===== config.mk =====
export PLATFORM = sky130hd
export DESIGN_NAME = sdac_serial_if
export DESIGN_NICKNAME = d
export VERILOG_FILES = /design/src/rtl/sdac_pkg.sv /design/src/rtl/sdac_shift.sv /design/src/rtl/sdac_decode.sv /design/src/rtl/sdac_hold.sv /design/src/rtl/sdac_serial_if.sv
export SDC_FILE = /design/constraint.sdc
export NUM_CORES = 1
export LEC_CHECK = 0
export ABC_AREA = 1
export BUFFER_PORTS_ARGS = -buffer_cell sky130_fd_sc_hd__buf_2
export CORE_ASPECT_RATIO = 1.1
export CORE_MARGIN = 1.5
export CORE_UTILIZATION = 55
export CTS_CLUSTER_SIZE = 12
export DETAILED_ROUTE_END_ITERATION = 8
export PLACE_DENSITY = 0.76
export SLEW_MARGIN = 20
export SYNTH_ARGS = -nofsm -noshare
export SYNTH_HDL_FRONTEND = slang
export SYNTH_SLANG_ARGS = --single-unit
export TNS_END_PERCENT = 20

===== constraint.sdc =====
create_clock -name sclk -period 3.82 [get_ports sclk]
set_clock_uncertainty 0.05 [all_clocks]
set_input_delay 0.382 -clock sclk [delete_from_list [all_inputs] [get_ports sclk]]
set_output_delay 0.382 -clock sclk [all_outputs]
set_load 0.1 [all_outputs]

===== src/rtl/sdac_pkg.sv =====
package sdac_pkg;

    typedef enum logic [1:0] {
        PD_OFF       = 2'b00,
        PD_LOAD_LOW  = 2'b01,
        PD_LOAD_HIGH = 2'b10,
        PD_FLOAT     = 2'b11
    } pd_mode_e;

    localparam int MODE_W   = 2;
    localparam int CODE_MAX = 16;

    typedef struct packed {
        pd_mode_e              mode;
        logic [CODE_MAX-1:0]   code;
    } sdac_cmd_t;

    function automatic int frame_bits(input bit wide);
        return wide ? 24 : 16;
    endfunction

    function automatic int code_bits(input bit wide);
        return wide ? 16 : 14;
    endfunction

endpackage


===== src/rtl/sdac_shift.sv =====
module sdac_shift #(
    parameter int FRAME_W = 24
) (
    input  logic               sclk,
    input  logic               rst,
    input  logic               sync_n,
    input  logic               sdin,
    output logic [FRAME_W-1:0] frame_word,
    output logic               frame_last
);
    localparam int CNT_W = $clog2(FRAME_W);
    localparam logic [CNT_W-1:0] LAST = CNT_W'(FRAME_W - 1);

    logic [FRAME_W-2:0] sh;
    logic [CNT_W-1:0]   cnt;
    logic               armed;

    assign frame_last = !sync_n && armed && (cnt == LAST);
    assign frame_word = {sh, sdin};

    always_ff @(negedge sclk) begin
        if (rst) begin
            sh    <= '0;
            cnt   <= '0;
            armed <= 1'b1;
        end else if (sync_n) begin
            cnt   <= '0;
            armed <= 1'b1;
        end else if (armed) begin
            sh <= {sh[FRAME_W-3:0], sdin};
            if (cnt == LAST) begin
                cnt   <= '0;
                armed <= 1'b0;
            end else begin
                cnt <= cnt + 1'b1;
            end
        end
    end

    assert_cnt_bound_R5: assert property (@(negedge sclk) disable iff (rst)
        cnt <= LAST);

    assert_sync_rearm_R6: assert property (@(negedge sclk) disable iff (rst)
        sync_n |=> (cnt == '0) && armed);

    assert_done_disarm_R7: assert property (@(negedge sclk) disable iff (rst)
        frame_last |=> !armed);

    assert_stay_idle_R7: assert property (@(negedge sclk) disable iff (rst)
        (!armed && !sync_n) |=> !armed && (cnt == '0));

endmodule


===== src/rtl/sdac_decode.sv =====
module sdac_decode
    import sdac_pkg::*;
#(
    parameter bit WIDE_FRAME = 1'b1
) (
    input  logic [frame_bits(WIDE_FRAME)-1:0] frame_word,
    output sdac_cmd_t                         cmd
);
    localparam int FRAME_W = frame_bits(WIDE_FRAME);
    localparam int CODE_W  = code_bits(WIDE_FRAME);
    localparam int PAD_W   = FRAME_W - MODE_W - CODE_W;

    logic [CODE_MAX-1:0] code_f;

    generate
        if (WIDE_FRAME) begin : g_wide
            logic [PAD_W-1:0] unused_low;
            assign unused_low = frame_word[PAD_W-1:0];
            assign code_f = frame_word[FRAME_W-MODE_W-1 -: CODE_W];
        end else begin : g_narrow
            assign code_f = {{(CODE_MAX-CODE_W){1'b0}}, frame_word[CODE_W-1:0]};
        end
    endgenerate

    always_comb begin
        cmd.mode = pd_mode_e'(frame_word[FRAME_W-1 -: MODE_W]);
        cmd.code = code_f;
    end

endmodule


===== src/rtl/sdac_hold.sv =====
module sdac_hold
    import sdac_pkg::*;
#(
    parameter int CODE_W = 16
) (
    input  logic              sclk,
    input  logic              rst,
    input  logic              commit,
    input  sdac_cmd_t         cmd,
    output logic [CODE_W-1:0] code_q,
    output pd_mode_e          mode_q
);
    logic unused_pad;
    assign unused_pad = ^cmd.code;

    always_ff @(negedge sclk) begin
        if (rst) begin
            code_q <= '0;
            mode_q <= PD_OFF;
        end else if (commit) begin
            mode_q <= cmd.mode;
            if (cmd.mode == PD_OFF) begin
                code_q <= cmd.code[CODE_W-1:0];
            end
        end
    end

    assert_hold_idle_R5: assert property (@(negedge sclk) disable iff (rst)
        !commit |=> $stable(code_q) && $stable(mode_q));

    assert_pd_keeps_code_R8: assert property (@(negedge sclk) disable iff (rst)
        (commit && cmd.mode != PD_OFF) |=> $stable(code_q) && (mode_q != PD_OFF));

    assert_normal_loads_R9: assert property (@(negedge sclk) disable iff (rst)
        (commit && cmd.mode == PD_OFF) |=> (mode_q == PD_OFF) &&
        (code_q == $past(cmd.code[CODE_W-1:0])));

endmodule


===== src/rtl/sdac_serial_if.sv =====
module sdac_serial_if
    import sdac_pkg::*;
#(
    parameter bit WIDE_FRAME = 1'b1,
    localparam int FRAME_W = frame_bits(WIDE_FRAME),
    localparam int CODE_W  = code_bits(WIDE_FRAME)
) (
    input  logic              sclk,
    input  logic              rst,
    input  logic              sync_n,
    input  logic              sdin,
    output logic [CODE_W-1:0] dac_code,
    output logic [1:0]        pd_mode
);
    logic [FRAME_W-1:0] frame_word;
    logic               frame_last;
    sdac_cmd_t          cmd;
    pd_mode_e           mode_q;

    sdac_shift #(.FRAME_W(FRAME_W)) u_shift (
        .sclk       (sclk),
        .rst        (rst),
        .sync_n     (sync_n),
        .sdin       (sdin),
        .frame_word (frame_word),
        .frame_last (frame_last)
    );

    sdac_decode #(.WIDE_FRAME(WIDE_FRAME)) u_decode (
        .frame_word (frame_word),
        .cmd        (cmd)
    );

    sdac_hold #(.CODE_W(CODE_W)) u_hold (
        .sclk   (sclk),
        .rst    (rst),
        .commit (frame_last),
        .cmd    (cmd),
        .code_q (dac_code),
        .mode_q (mode_q)
    );

    assign pd_mode = mode_q;

    assert_abort_quiet_R6: assert property (@(negedge sclk) disable iff (rst)
        sync_n |=> $stable(dac_code) && $stable(pd_mode));

endmodule


# Word-level counts from Yosys, hierarchy flattened
# Cells that the tools add are included.
# word_totals
in_bits	4
latch_bits	0
ram_bits	0
mem_count	0
register_bits	47
mem_bits_ro	0
# op_classes
eq_ne	1
mul	0
n_reduce_logical	7
n_mux	3
add_sub_neg	1
shifts	0
magnitude_cmp	0
div	0
bitwise	1
# op_table
operator	count
$add A5 B1 Y5 const B	1
$eq A5 B5 Y1 const B	1
$mux W5	1
$reduce_and A2 Y1	2
$logic_and A1 B1 Y1	2
$logic_not A2 Y1	1
$mux W1	2
$reduce_or A2 Y1	1
$logic_not A1 Y1	1
$not A1 Y1	1

# Depth between registers and ports, before layout
# logic_depth
ltp_word	4
depth_mapped	8

# Cells and area by module
# A second synthesis with hierarchy kept.
# hier_totals
hier_cells	278
hier_area_um2	2088.3
# modules_own_cells
mod	area_per_inst_um2	cells_per_inst	n_inst	seq_area_each_um2
sdac_shift	1117.3	145	1	580.6
sdac_hold	835.8	115	1	360.3
sdac_decode	135.1	18	1	0.0

==> metrics.cfg <==
[clock_tree]
clock_sinks = 47
tritoncts.num_buffers = 5
cts-htree-levels = 2
cts_root_buf = sky130_fd_sc_hd__clkbuf_4
clkLatencyLatePin_ns = 0.42
clkSlewWorstSetupHoldPaths_ns = 0.05
number_of_gates_given_a_new_drive_strength_after_cts = 0
post_cts_hold_buffer_count = 0
postCtsSetupRepairBufs = 0
cts_tree = yes
cts_max_path_buffers = 2

[sta]
finalHoldWorstSlack_ns = 0.4166
max_slew.worst_pin.slew_ns = 0.8894
finalMaxSlewViolations = 0
finalHoldViolCount = 0
setup-tns-final_ns = 0
rsz0062_at_grt = no
worst_slew_margin_rel_pct = 40.65
finalSetupViolCount = 0

[worst_setup_path]
r2r_start = u_shift.cnt[0]
critical_path.slowest_cell = sky130_fd_sc_hd__buf_2
crit_chain = buf_2
end_kind = primary output
critPathKind = flip-flop to primary output
worst-path-buf-inv = 1
critical_path_arrival_ns = 3.12
crit_family = buffers and inverters
crit_path_max_fanout = 2
worstPathRequired_ns = 3.39
crit_path_max_incr_delay_ns = 0.44
worst_r2r_path_depth = 7
reg_to_reg_critical_path_endpoint = u_hold.code_q[13]
cp-start-kind = flip-flop
setup_slack_on_the_worst_flop_to_flop_path_ns = 1.74

[power]
sequentialPowerShare_pct = 52.9
finalPower_uw = 977.2
p_clk_share_pct = 40.6
pwr_density_cell_mw_per_mm2 = 421.0
p_sw_uw = 316.0
sw_frac_of_total_pct = 32.34
vdd_ir_drop_max_mv = 0.2830
p_int_uw = 661.1
comb_power_share_pct = 6.5
total_leakage_power_uw = 0.001219

[routing]
routed-via-count = 1727
detail_route.vias_per_cell = 4.521
drt_wl_total_um = 3450
drc = 0
avgRoutedWirePerCell_um = 9.031
antenna_left = 0
drt_pre_antenna_iters = 4
drt-initial-drc-count = 40

[global_routing]
globalRouteOverflowTotal = 0
antenna_found_initial = 0
grt_pass1_wl_um = 5954
number_of_global_route_vias_before_repair = 1553
global_route.usage.total_pct = 19.89
grt_start_max_net_pins = 22

[run_status]
run_status = finished, final reports clean

[synthesis]
syn-instance-count = 267
synthesis.area_sq_mm = 0.001943
yosys_register_bits = 47
syn_avg_cell_area_sq_um = 7.278
post_synth_and_or_nand_nor_area_fraction_pct = 22.67
syn-num-nets = 272
number_of_distinct_standard_cells_referenced_by_the_synthesized_netlist = 21
xor_xnor_fraction_of_synth_area_pct = 0.4507
synth.area.mux_share_pct = 0
dominant_combinational_cell_family_by_area_after_synthesis = simple AND/OR/NAND/NOR gates
ys_seq_area_share_pct = 48.42
synth_adder_area_share_pct = 0.6439
synth-compound-area-share_pct = 12.62
ys.warnings.count = 0

[placement]
io_buffers = 21
dp_hpwl_um = 2202
gp_routability_congestion = 0.7050

[final_layout]
fraction_of_layout_instances_using_a_drive_strength_above_1_pct = 12.57
most_frequent_standard_cell_in_the_layout_excluding_fill_and_tap_cells = sky130_fd_sc_hd__inv_1
finish.net_count = 338
num_antenna_cells = 0
areaGrowthSynthToFinish_pct = 19.45
final.fill_count = 311
layout_common_cells = sky130_fd_sc_hd__inv_1 (100), sky130_fd_sc_hd__dfxtp_1 (47), sky130_fd_sc_hd__nand2_1 (42)

[worst_hold_path]
holdCritStartpoint = u_shift.sh[9]
hold_class = flip-flop to flip-flop
holdPathStages = 2
min_to = u_shift.sh[10]

[floorplan]
ios = 22
die_width_um = 59.67
chipHeight_um = 65.34
core_region_area_sq_mm = 0.003358
initial_utilization_pct = 57.86
floorplan.die_area_sq_mm = 0.003899
core.rowCount = 22

[run]
cap_viol_max_count = 0

routing by layer:
metal,part of all wire (%),GRT usage [%]
met4,1.3,11.39
met5,0,0
met1,48,23.17
met2,46,29.08
met3,4.1,9.843
power groups by stage:
stage / sequential, uW / combinational [uW] / clock, uW
2_1_floorplan: 524 / 47.9 / 76.5
3_3_place_gp: 525 / 61.8 / 76.5
3_5_place_dp: 526 / 63.1 / 76.5
4_1_cts: 516 / 64.0 / 417
5_1_grt: 517 / 72.6 / 477
6_report: 517 / 63.8 / 396
synthesized netlist by cell type:
| library cell | instances | area share (%) |
|---|---|---|
| sky130_fd_sc_hd__buf_6 | 2 | 1.2 |
| sky130_fd_sc_hd__nor3_1 | 1 | 0.26 |
| sky130_fd_sc_hd__inv_1 | 53 | 10 |
| sky130_fd_sc_hd__a21oi_1 | 23 | 5.9 |
| sky130_fd_sc_hd__nand3_4 | 1 | 0.90 |
| sky130_fd_sc_hd__dfxtp_1 | 47 | 48 |
| sky130_fd_sc_hd__o21ai_1 | 4 | 1.0 |
| sky130_fd_sc_hd__clkbuf_1 | 2 | 0.39 |
| sky130_fd_sc_hd__buf_1 | 1 | 0.19 |
| sky130_fd_sc_hd__xor2_1 | 1 | 0.45 |
| sky130_fd_sc_hd__inv_2 | 4 | 0.77 |
| sky130_fd_sc_hd__nand4_1 | 17 | 5.5 |
| sky130_fd_sc_hd__nand2_1 | 42 | 8.1 |
| sky130_fd_sc_hd__buf_2 | 8 | 2.1 |
| sky130_fd_sc_hd__buf_4 | 1 | 0.39 |
| sky130_fd_sc_hd__ha_1 | 1 | 0.64 |
| sky130_fd_sc_hd__nor2_2 | 2 | 0.64 |
| sky130_fd_sc_hd__nor2_1 | 32 | 6.2 |
| sky130_fd_sc_hd__o21ai_0 | 22 | 5.7 |
| sky130_fd_sc_hd__nand3_1 | 2 | 0.52 |
| sky130_fd_sc_hd__nor2_4 | 1 | 0.58 |
through the flow:
stage	std cells	area, sq um	setup slack, ns	util (%)
floorplan	267	1943	0.5534	-
global placement	328	2097	0.3650	62.44
detailed placement	328	2097	0.3437	62.44
CTS	382	2321	0.2570	69.11
global route	382	2321	0.2362	69.11
finish	382	2321	0.2656	69.11
sequential cells by signal, indices dropped and copies added, names as in the netlist:
register       cells
u_shift.armed      1
u_hold.mode_q      2
u_hold.code_q     16
u_shift.cnt        5
u_shift.sh        23
layout make-up:
cell class	instances	area (sq um)	area share (%)
Multi-Input combinational cell	149	706.9	30.46
Tap cell	48	60.06	2.588
Inverter	56	210.2	9.057
Clock inverter	50	190.2	8.194
Sequential cell	47	940.9	40.54
Timing Repair Buffer	27	175.2	7.547
Clock buffer	5	37.54	1.617
kinds of logic after synthesis:
logic type / Yosys count
fa+ha+maj: 1
xor+xnor: 1
compound gates: 49
flops: 47
simple gates: 98
buf+inv: 71
worst max path at each step:
| stage | start | end | slack, ns | cells past startpoint |
|---|---|---|---|---|
| global route | u_hold.mode_q[0] | pd_mode[0] | 0.24 | 1 |
| floorplan | u_hold.mode_q[0] | pd_mode[0] | 0.55 | 0 |
| global placement | sync_n | u_hold.code_q[14] | 0.36 | 6 |
| CTS | u_hold.mode_q[0] | pd_mode[0] | 0.26 | 1 |
| finish | u_hold.mode_q[0] | pd_mode[0] | 0.27 | 1 |
| detailed placement | sync_n | u_hold.code_q[13] | 0.34 | 6 |
No activity file was read; power rests on OpenSTA's default activity.
